==> src/rtl/uart_fcr_pkg.sv <==
package uart_fcr_pkg;
  typedef struct packed {
    logic [1:0] trig;
    logic       dma;
    logic       en;
  } fcr_t;

  function automatic int trig_threshold(input logic [1:0] code, input int depth);
    case (code)
      2'd0:    return 1;
      2'd1:    return depth / 4;
      2'd2:    return depth / 2;
      default: return depth - 2;
    endcase
  endfunction
endpackage

==> src/rtl/uart_fcr_reg.sv <==
module uart_fcr_reg
  import uart_fcr_pkg::*;
(
  input  logic       clk,
  input  logic       rst_n,
  input  logic       wr_en,
  input  logic [7:0] wdata,
  output fcr_t       fcr,
  output logic [7:0] rdata
);
  fcr_t fcr_q;

  always_ff @(posedge clk or negedge rst_n) begin
    if (!rst_n) begin
      fcr_q <= '0;
    end else if (wr_en) begin
      fcr_q.en <= wdata[0];
      if (wdata[0]) begin
        fcr_q.dma  <= wdata[3];
        fcr_q.trig <= wdata[7:6];
      end
    end
  end

  assign fcr   = fcr_q;
  assign rdata = {fcr_q.trig, 2'b00, fcr_q.dma, 2'b00, fcr_q.en};
endmodule

==> src/rtl/uart_fcr_flush.sv <==
module uart_fcr_flush (
  input  logic       clk,
  input  logic       rst_n,
  input  logic       wr_en,
  input  logic [7:0] wdata,
  input  logic       en_q,
  output logic       rx_flush,
  output logic       tx_flush
);
  logic toggle, rx_d, tx_d;

  always_comb begin
    toggle = wr_en && (wdata[0] != en_q);
    rx_d   = toggle || (wr_en && wdata[0] && wdata[1]);
    tx_d   = toggle || (wr_en && wdata[0] && wdata[2]);
  end

  always_ff @(posedge clk or negedge rst_n) begin
    if (!rst_n) begin
      rx_flush <= 1'b0;
      tx_flush <= 1'b0;
    end else begin
      rx_flush <= rx_d;
      tx_flush <= tx_d;
    end
  end
endmodule

==> src/rtl/uart_rx_dma_req.sv <==
module uart_rx_dma_req
  import uart_fcr_pkg::*;
#(
  parameter int DEPTH = 16,
  localparam int LVL_W = $clog2(DEPTH + 1)
) (
  input  fcr_t             fcr,
  input  logic [LVL_W-1:0] rx_level,
  input  logic             rx_timeout,
  output logic             req
);
  logic [LVL_W-1:0] thr;

  always_comb begin
    thr = LVL_W'(trig_threshold(fcr.trig, DEPTH));
    req = fcr.en && fcr.dma && ((rx_level >= thr) || rx_timeout);
  end
endmodule

==> src/rtl/uart_fifo_ctl.sv <==
module uart_fifo_ctl
  import uart_fcr_pkg::*;
#(
  parameter int DEPTH = 16,
  localparam int LVL_W = $clog2(DEPTH + 1)
) (
  input  logic             clk,
  input  logic             rst_n,
  input  logic             reg_wr_en,
  input  logic [7:0]       reg_wdata,
  output logic [7:0]       reg_rdata,
  input  logic [LVL_W-1:0] rx_level,
  input  logic             rx_timeout,
  output logic             rx_flush,
  output logic             tx_flush,
  output logic             rx_dma_req
);
  fcr_t fcr;

  uart_fcr_reg u_reg (
    .clk   (clk),
    .rst_n (rst_n),
    .wr_en (reg_wr_en),
    .wdata (reg_wdata),
    .fcr   (fcr),
    .rdata (reg_rdata)
  );

  uart_fcr_flush u_flush (
    .clk      (clk),
    .rst_n    (rst_n),
    .wr_en    (reg_wr_en),
    .wdata    (reg_wdata),
    .en_q     (fcr.en),
    .rx_flush (rx_flush),
    .tx_flush (tx_flush)
  );

  uart_rx_dma_req #(.DEPTH(DEPTH)) u_req (
    .fcr        (fcr),
    .rx_level   (rx_level),
    .rx_timeout (rx_timeout),
    .req        (rx_dma_req)
  );
endmodule

==> config.mk <==
export PLATFORM = sky130hd
export DESIGN_NAME = uart_fifo_ctl
export DESIGN_NICKNAME = d
export VERILOG_FILES = /design/src/rtl/uart_fcr_pkg.sv /design/src/rtl/uart_fcr_reg.sv /design/src/rtl/uart_fcr_flush.sv /design/src/rtl/uart_rx_dma_req.sv /design/src/rtl/uart_fifo_ctl.sv
export SDC_FILE = /design/constraint.sdc
export NUM_CORES = 1
export LEC_CHECK = 0
export BUFFER_PORTS_ARGS = -buffer_cell sky130_fd_sc_hd__buf_4
export CORE_AREA = 2 2 39 41
export CTS_BUF_LIST = sky130_fd_sc_hd__clkbuf_2 sky130_fd_sc_hd__clkbuf_4 sky130_fd_sc_hd__clkbuf_8
export DETAILED_ROUTE_END_ITERATION = 10
export DIE_AREA = 0 0 41 43
export PLACE_DENSITY = 0.6
export SYNTH_ARGS = -nofsm -noshare
export SYNTH_HDL_FRONTEND = slang
export SYNTH_HIERARCHICAL = 1
export SYNTH_SLANG_ARGS = --single-unit
==> constraint.sdc <==
create_clock -name clk -period 2.6 [get_ports clk]
set_clock_uncertainty 0.2 [all_clocks]
set_input_delay 0.26 -clock clk [delete_from_list [all_inputs] [get_ports clk]]
set_output_delay 0.26 -clock clk [all_outputs]
set_load 0.005 [all_outputs]
# Yosys cells after proc, flatten, opt, wreduce, memory -nomap -nowiden
# Index checks and enable logic that the tools add are counted.
[word_totals]
ff_bits = 6
input_bits = 17
output_inout_bits = 11
word_cells = 21
[classes]
magnitude_cmp = 1
eq_ne = 3
n_mux = 1
reduce_logical = 11
[ops]
columns = ["op", "count"]
rows = [
  ["4-bit one-hot mux with 3 select lines", 1],
  ["1-bit logical AND", 6],
  ["5-bit by 4-bit >= comparator with 1-bit output", 1],
  ["1-bit logical OR", 3],
  ["2-bit by 1-bit == test with 1-bit output, second input constant", 1],
  ["2-bit == test, second input constant", 1],
  ["2-bit logical NOT", 1],
  ["2-bit AND reduction", 1],
  ["1-bit != test", 1],
]

# Longest topological paths before layout
# Gate-level depths: netlist of the first run.
[logic_depth]
word_depth = 5
mapped_depth = 5
mapped_depth_nobuf = 5

# By module
# Netlist of the first run, hierarchy kept.
[modules_own_cells]
columns = ["module", "n_inst", "cells_each", "area_each_um2", "seq_area_each_um2"]
rows = [
  ["uart_fcr_reg", 1, 19, 224.0, 100.1],
  ["uart_rx_dma_req", 1, 15, 108.9, 0.0],
  ["uart_fcr_flush", 1, 7, 75.1, 50.0],
]

# Least setup slack after synthesis of the first run
# Ideal clock, no wire load.
[synth_timing]
path_kind = "flip-flop to output port"
start = "register u_reg.fcr_q (netlist bit u_reg/fcr[3])"
end = "output rx_dma_req"
arrival_ns = 1.374
required_ns = 2.140
path_slack_ns = 0.766
path_stages_with_launch = 5
path_buffers = 0
cell_sequence = "dfrtp_1 > inv_1 > ha_1 > or4_1 > and4_1"
[synth_between]
elab_chain_cells = 5
elab_cells_between_ends = 7
classes_between = "order compare (1); eq/ne (2); mux (1); reduce/logical (3)"
[synth_lines]
columns = ["element", "line_no", "source"]
rows = [
  ["start: declaration", "uart_fcr_reg.sv:11", "fcr_t fcr_q;"],
  ["2-bit == test, or another cell as far along", "uart_fcr_pkg.sv:9", "case (code)"],
  ["4-bit one-hot mux with 3 select lines (*)", "uart_fcr_pkg.sv:9", ""],
  ["5-bit by 4-bit >= comparator with 1-bit output (*)", "uart_rx_dma_req.sv:16", "req = fcr.en && fcr.dma && ((rx_level >= thr) || rx_timeout);"],
  ["1-bit logical OR (*)", "uart_rx_dma_req.sv:16", ""],
  ["1-bit logical AND (*)", "uart_rx_dma_req.sv:16", ""],
  ["end: declaration", "uart_fifo_ctl.sv:16", "output logic rx_dma_req"],
]
# Every way passes the cells marked *; elsewhere a longest branch is shown, timed or not.

# Worst setup path in the final report of the first run
# Same ends and word-level chain as after synthesis.

==> metrics.txt, run 1 <==
design area=569.3 µm²; max cap viols=0; 1st-pass router iterations=4; sequential cell area fraction in the yosys report=0.3681; CORE AREA=0.001384 mm²; Area Growth Syn to Fin=39.57%; mux cell area share after synthesis=0.1104; Hold Path Depth=2; CTS clk-pin slew, worst paths=0.04 ns; Post-DP Area=536.8 µm²; complex-gate fraction of the synthesized area=0.07975; Layout Nets=84; worst-path fanout max=5; Startpoint Class=register; gpl congestion=0.6040; total power=276.2 µW; Worst VDD drop=0.2450 mV; Tightest Hold Check Type=in2reg; clock latency on the worst-skew pair=0.24 ns; Synth top area share=0.3681; die area=0.001763 mm²; final setup TNS=0 ns; leakage power=0.3141 nW; Crit Path Category=reg2out; Post-DP HPWL=608 µm; Register Area=150.1 µm²; Die W=41 µm; Initial Util=0.2948; Clock Root Buffer=clkbuf_4; Critical Path AT=1.84 ns; largest net degree at the start of global routing=7; Worst Path Required=2.14 ns; slowest CP cell=or4_1; PD cells=485.2 mW/mm²; Simple-Gate Fraction of Synth Area=0.1074; cells along the critical path=inv_1 -> ha_1 -> or4_1 -> and4_1 -> buf_4; top cells by area, synth=dfrtp_1 (37%), buf_4 (15%), ha_1 (12%), mux2_4 (11%), inv_1 (5.5%); RSZ-0062 raised after global routing=false; worst reg2reg startpoint=u_reg/fcr[3]; final hold violation count=0; I/O Buffers=21; first-pass GRT wire length=979 µm; Post-Synth XOR/XNOR Area=0; run status=completed; Synth Area in Adders=0.1227; peak per-stage delay on the critical path=0.51 ns; H-tree depth=1; Iter 0 DRT Violations=6; antenna violations before repair=0; Synthesis Warnings=6; row count=14; Via density=4.221; clock sink total=6; CTS Buf Count=3; Util after Layout=0.4114; WL final=714 µm; TritonCTS clock tree=yes; vias in the first global route=272; antenna viol nets, final=0; cells after synthesis=41; vias post-DR=325; crit end category=output pin; CTS max path bufs=2; Hold Path Sink=u_reg/fcr[0]; Routed WL per cell=9.273 µm; multi-input logic area=186.4 µm²; fillers=151; Max Freq=435.4 MHz; post-layout min period=2.297 ns; Crit path max-delay family=simple AND/OR/NAND/NOR gates; R2R setup slack=1.59 ns; Min-Delay Startpoint=reg_wr_en; largest family of logic cells by synthesized area=buffers and inverters; GRT Overall Usage=0.08586; non-filler cells, final=77; r2r worst-path depth=1; CP Buf/Inv Count=2; Die Y=43 µm; Yosys cell types=16; DR DRC count=0; I/O pin cnt=28; Final period util=0.8834; R2R Path End=u_reg/fcr[3]; post-synth top area cell=dfrtp_1; DP Cell Count=73; Antenna Cells=0; max-slew violation count=0; Final setup viols=0; post-synthesis cell area=407.9 µm²; Synth Register Bits=6; gr ovfl total=0; layout cell share with drive strength beyond 1=0.4590; syn_area_per_cell=9.949 µm²
## report_power, final
part / total (mW) / internal [mW] / switching (mW) / leakage, nW
sequential: 0.115 / 0.105 / 0.0107 / 0.0725
combinational: 0.0777 / 0.0503 / 0.0274 / 0.228
clock: 0.0832 / 0.0520 / 0.0311 / 0.0138
## per-stage QoR
step	setup slack [ns]	hold slack (ns)
6_report	0.3033	0.02965
5_1_grt	0.2287	0.03537
4_1_cts	0.2812	0.01983
3_5_place_dp	0.5567	-0.1283
3_3_place_gp	0.5662	-0.1280
2_1_floorplan	0.7660	-0.2356
## registers in the layout, indices dropped and copies added (netlist names)
signal / flops
u_flush/rx_flush: 1
u_flush/tx_flush: 1
u_reg/fcr: 4
## kinds of logic (layout without fill, tap and decap cells)
family                   after synthesis  after routing
adder cells (fa/ha/maj)                4              4
multiplexers                           3              3
flip-flops                             6              6
AND/OR/NAND/NOR                        7              7
other                                  1              4
AO/OA/AOI/OAI                          6              6
buffers and inverters                 14             31
## layer usage
metal / GRT usage / vias up / routed length (µm)
li1: - / 169 / -
met1: 0.1082 / 138 / 277
met2: 0.1156 / 18 / 349
met3: 0.01571 / 0 / 87
met4: 0.08000 / 0 / 0
met5: 0 / - / 0
## what timing repair did
action,4_1_cts,5_1_grt
hold buffers,1,0
gates resized for setup,0,0
endpoints found under the hold margin,6,0
buffers inserted,0,0
## worst max-delay path by stage
stage                 start          to  slack, ns  depth (start not counted)
4_1_cts        u_reg/fcr[3]  rx_dma_req       0.28                          5
5_1_grt        u_reg/fcr[3]  rx_dma_req       0.23                          5
3_3_place_gp   u_reg/fcr[3]  rx_dma_req       0.57                          5
3_5_place_dp   u_reg/fcr[3]  rx_dma_req       0.56                          5
2_1_floorplan  u_reg/fcr[3]  rx_dma_req       0.77                          4
6_report       u_reg/fcr[3]  rx_dma_req       0.30                          5
## Yosys cell counts
library cell and count:
nor2_1 1, ha_1 4, dfrtp_1 6, o21ai_1 1, inv_1 6, a31oi_1 2
nand2_1 1, nor3b_1 1, nand2_2 1, mux2_4 3, o21ai_0 3, and4_1 1
conb_1 1, buf_4 8, nor4_1 1, or4_1 1
## cell usage in the layout, fill, tap and decap left out, drive strengths merged
| master | n |
|---|---|
| a31oi | 2 |
| and4 | 1 |
| buf | 21 |
| clkbuf | 3 |
| conb | 4 |
| dfrtp | 6 |
| dlygate4sd3 | 1 |
| ha | 4 |
| inv | 6 |
| mux2 | 3 |
| nand2 | 2 |
| nor2 | 1 |
| nor3b | 1 |
| nor4 | 1 |
| o21ai | 4 |
| or4 | 1 |
## cell type report
cell class,instances,area share
Tap cell,16,0.03516
Multi-Input combinational cell,24,0.3275
Inverter,6,0.03956
Sequential cell,6,0.2637
Timing Repair Buffer,22,0.2945
Clock buffer,3,0.03956
Note: power is estimated with default switching activity, not from simulation.
==> run 2, diff against run 1 <==
--- a/config.mk
+++ b/config.mk
@@ -5,7 +5,7 @@
 export SDC_FILE = /design/constraint.sdc
 export NUM_CORES = 1
 export LEC_CHECK = 0
-export BUFFER_PORTS_ARGS = -buffer_cell sky130_fd_sc_hd__buf_4
+export BUFFER_PORTS_ARGS = -buffer_cell sky130_fd_sc_hd__buf_2
 export CORE_AREA = 2 2 39 41
 export CTS_BUF_LIST = sky130_fd_sc_hd__clkbuf_2 sky130_fd_sc_hd__clkbuf_4 sky130_fd_sc_hd__clkbuf_8
 export DETAILED_ROUTE_END_ITERATION = 10
==> run 2 against run 1 <==
Clock power about the same. Maximum frequency up 0.37%. Core utilization fell by 3.8 points. Sequential share of layout area rose by 2.7 points. Worst hold slack better by 0.018 ns. Via count increased by 0.31%. Count of clock-buffer cells in the layout did not move. Combinational power fell by 16%. Largest cell class unchanged. Largest power group unchanged.
==> metrics.txt, run 2 (synthesis gave the netlist of run 1 again) <==
R2R setup slack=1.58 ns (was 1.59 ns); RSZ-0062 raised after global routing=false (unchanged); hold slack final=0.04719 ns (was 0.02965 ns); max cap viols=0 (unchanged); Worst VDD drop=0.1954 mV (was 0.2450 mV); pre-CTS setup slack=0.5796 ns (was 0.5567 ns); R2R Path End=u_reg/fcr[3] (unchanged); final setup TNS=0 ns (unchanged); clock latency on the worst-skew pair=0.24 ns (about the same); H-tree depth=1 (unchanged); commonest non-fill, non-tap cells in the layout=buf_2 (21), inv_1 (6), dfrtp_1 (6) (was buf_4 (21), inv_1 (6), dfrtp_1 (6)); CTS max path bufs=2 (unchanged); vias post-DR=326 (was 325); Max Freq=437.0 MHz (was 435.4 MHz); max reg flops=4 (unchanged); CP endpoint=rx_dma_req (unchanged); Post-DP Area=484.2 µm² (was 536.8 µm²); Final setup viols=0 (unchanged); Iter 0 DRT Violations=2 (was 6); commonest non-fill, non-tap cell in the layout=buf_2 (was buf_4); clock sink total=6 (unchanged); CORE AREA=0.001384 mm² (unchanged); gpl congestion=0.6179 (was 0.6040); final hold violation count=0 (unchanged); Post-DP HPWL=588.5 µm (was 608 µm); DR DRC count=0 (unchanged); vias in the first global route=288 (was 272); postcts setup bufs=0 (unchanged); I/O Buffers=21 (unchanged); antenna viol nets, final=0 (unchanged); Critical Path AT=1.83 ns (was 1.84 ns); Die W=41 µm (unchanged); Clock Root Buffer=clkbuf_4 (unchanged); Tightest Hold Check Type=in2reg (unchanged); Initial Util=0.2948 (unchanged); worst reg2reg startpoint=u_reg/fcr[3] (unchanged); PD cells=509.0 mW/mm² (was 485.2 mW/mm²); gr ovfl total=0 (unchanged); TritonCTS clock tree=yes (unchanged); Worst Path Required=2.14 ns (about the same); Layout Nets=84 (unchanged); I/O pin cnt=28 (unchanged); post-layout min period=2.288 ns (was 2.297 ns); Final period util=0.8801 (was 0.8834); first-pass GRT wire length=1.055 mm (was 979 µm); Hold Path Depth=2 (unchanged); Antenna Cells=0 (unchanged); row count=14 (unchanged); run status=completed (unchanged); r2r worst-path depth=1 (unchanged); design area=516.7 µm² (was 569.3 µm²); 1st-pass router iterations=3 (was 4); antenna violations before repair=0 (unchanged); Die Y=43 µm (unchanged); Final Worst Setup Slack=0.3116 ns (was 0.3033 ns); CTS clk-pin slew, worst paths=0.04 ns (about the same); leakage power=0.2976 nW (was 0.3141 nW); crit end category=output pin (unchanged); Startpoint Class=register (unchanged); WL final=696 µm (was 714 µm); Crit Path Category=reg2out (unchanged); worst-path fanout max=5 (unchanged); Area Growth Syn to Fin=26.69% (was 39.57%); GRT Overall Usage=0.09321 (was 0.08586); total power=263.0 µW (was 276.2 µW); max-slew violation count=0 (unchanged); Via density=4.234 (was 4.221); Routed WL per cell=9.039 µm (was 9.273 µm); CTS Buf Count=3 (unchanged); layout cell share with drive strength beyond 1=0.4590 (unchanged); Crit. Startpoint=u_reg/fcr[3] (unchanged); largest net degree at the start of global routing=7 (unchanged); die area=0.001763 mm² (unchanged)
run 2: cell count changes in the layout (fill, tap and decap cells not counted):
cell   change
buf_2     +21
buf_4     -21
run 2: timing repair:
| item | CTS | global route |
|---|---|---|
| hold buffers | 1 | 0 |
| resized for setup | 0 | 0 |
| endpoints found under the setup margin | 0 | 0 |
| endpoints found under the hold margin | 6 | 0 |
run 2: per-layer routing:
layer  part of all wire  GRT usage  vias up  routed length [µm]
li1                   -          -      168                   -
met1               0.44    0.09934      142                 304
met2               0.45     0.1344       16                 314
met3               0.11    0.03665        0                  77
met4                  0    0.08000        0                   0
met5                  0          0        -                   0
run 2: area by class of cell:
| cell class | count | area, µm² |
|---|---|---|
| fill | 153 | 867.1 |
| inverter | 6 | 22.52 |
| multi-input combinational | 24 | 186.4 |
| clock buffer | 3 | 22.52 |
| timing repair buffer | 22 | 115.1 |
| sequential | 6 | 150.1 |
| tap | 16 | 20.02 |
run 2: power breakdown:
part	switching, mW	internal [mW]
logic	0.0273	0.0378
registers	0.0103	0.105
clock network	0.0310	0.0520
total	0.0686	0.194
run 2: per-stage QoR:
step,cells,util
floorplan,44,-
global placement,73,0.3499
detailed placement,73,0.3499
finish,77,0.3734
CTS,77,0.3734
global route,77,0.3734
run 2: worst min path at each step:
stage                                   to          from
after detailed placement      u_reg/fcr[3]         rst_n
after global routing          u_reg/fcr[3]  reg_wdata[7]
after floorplan           u_flush/rx_flush         rst_n
after global placement    u_flush/tx_flush         rst_n
after CTS                     u_reg/fcr[0]     reg_wr_en
final                         u_reg/fcr[0]     reg_wr_en
run 2: critical path: stages (launching register included):
cell	delay [ns]
dfrtp_1	0.42
inv_1	0.06
ha_1	0.26
or4_1	0.51
and4_1	0.21
buf_2	0.12
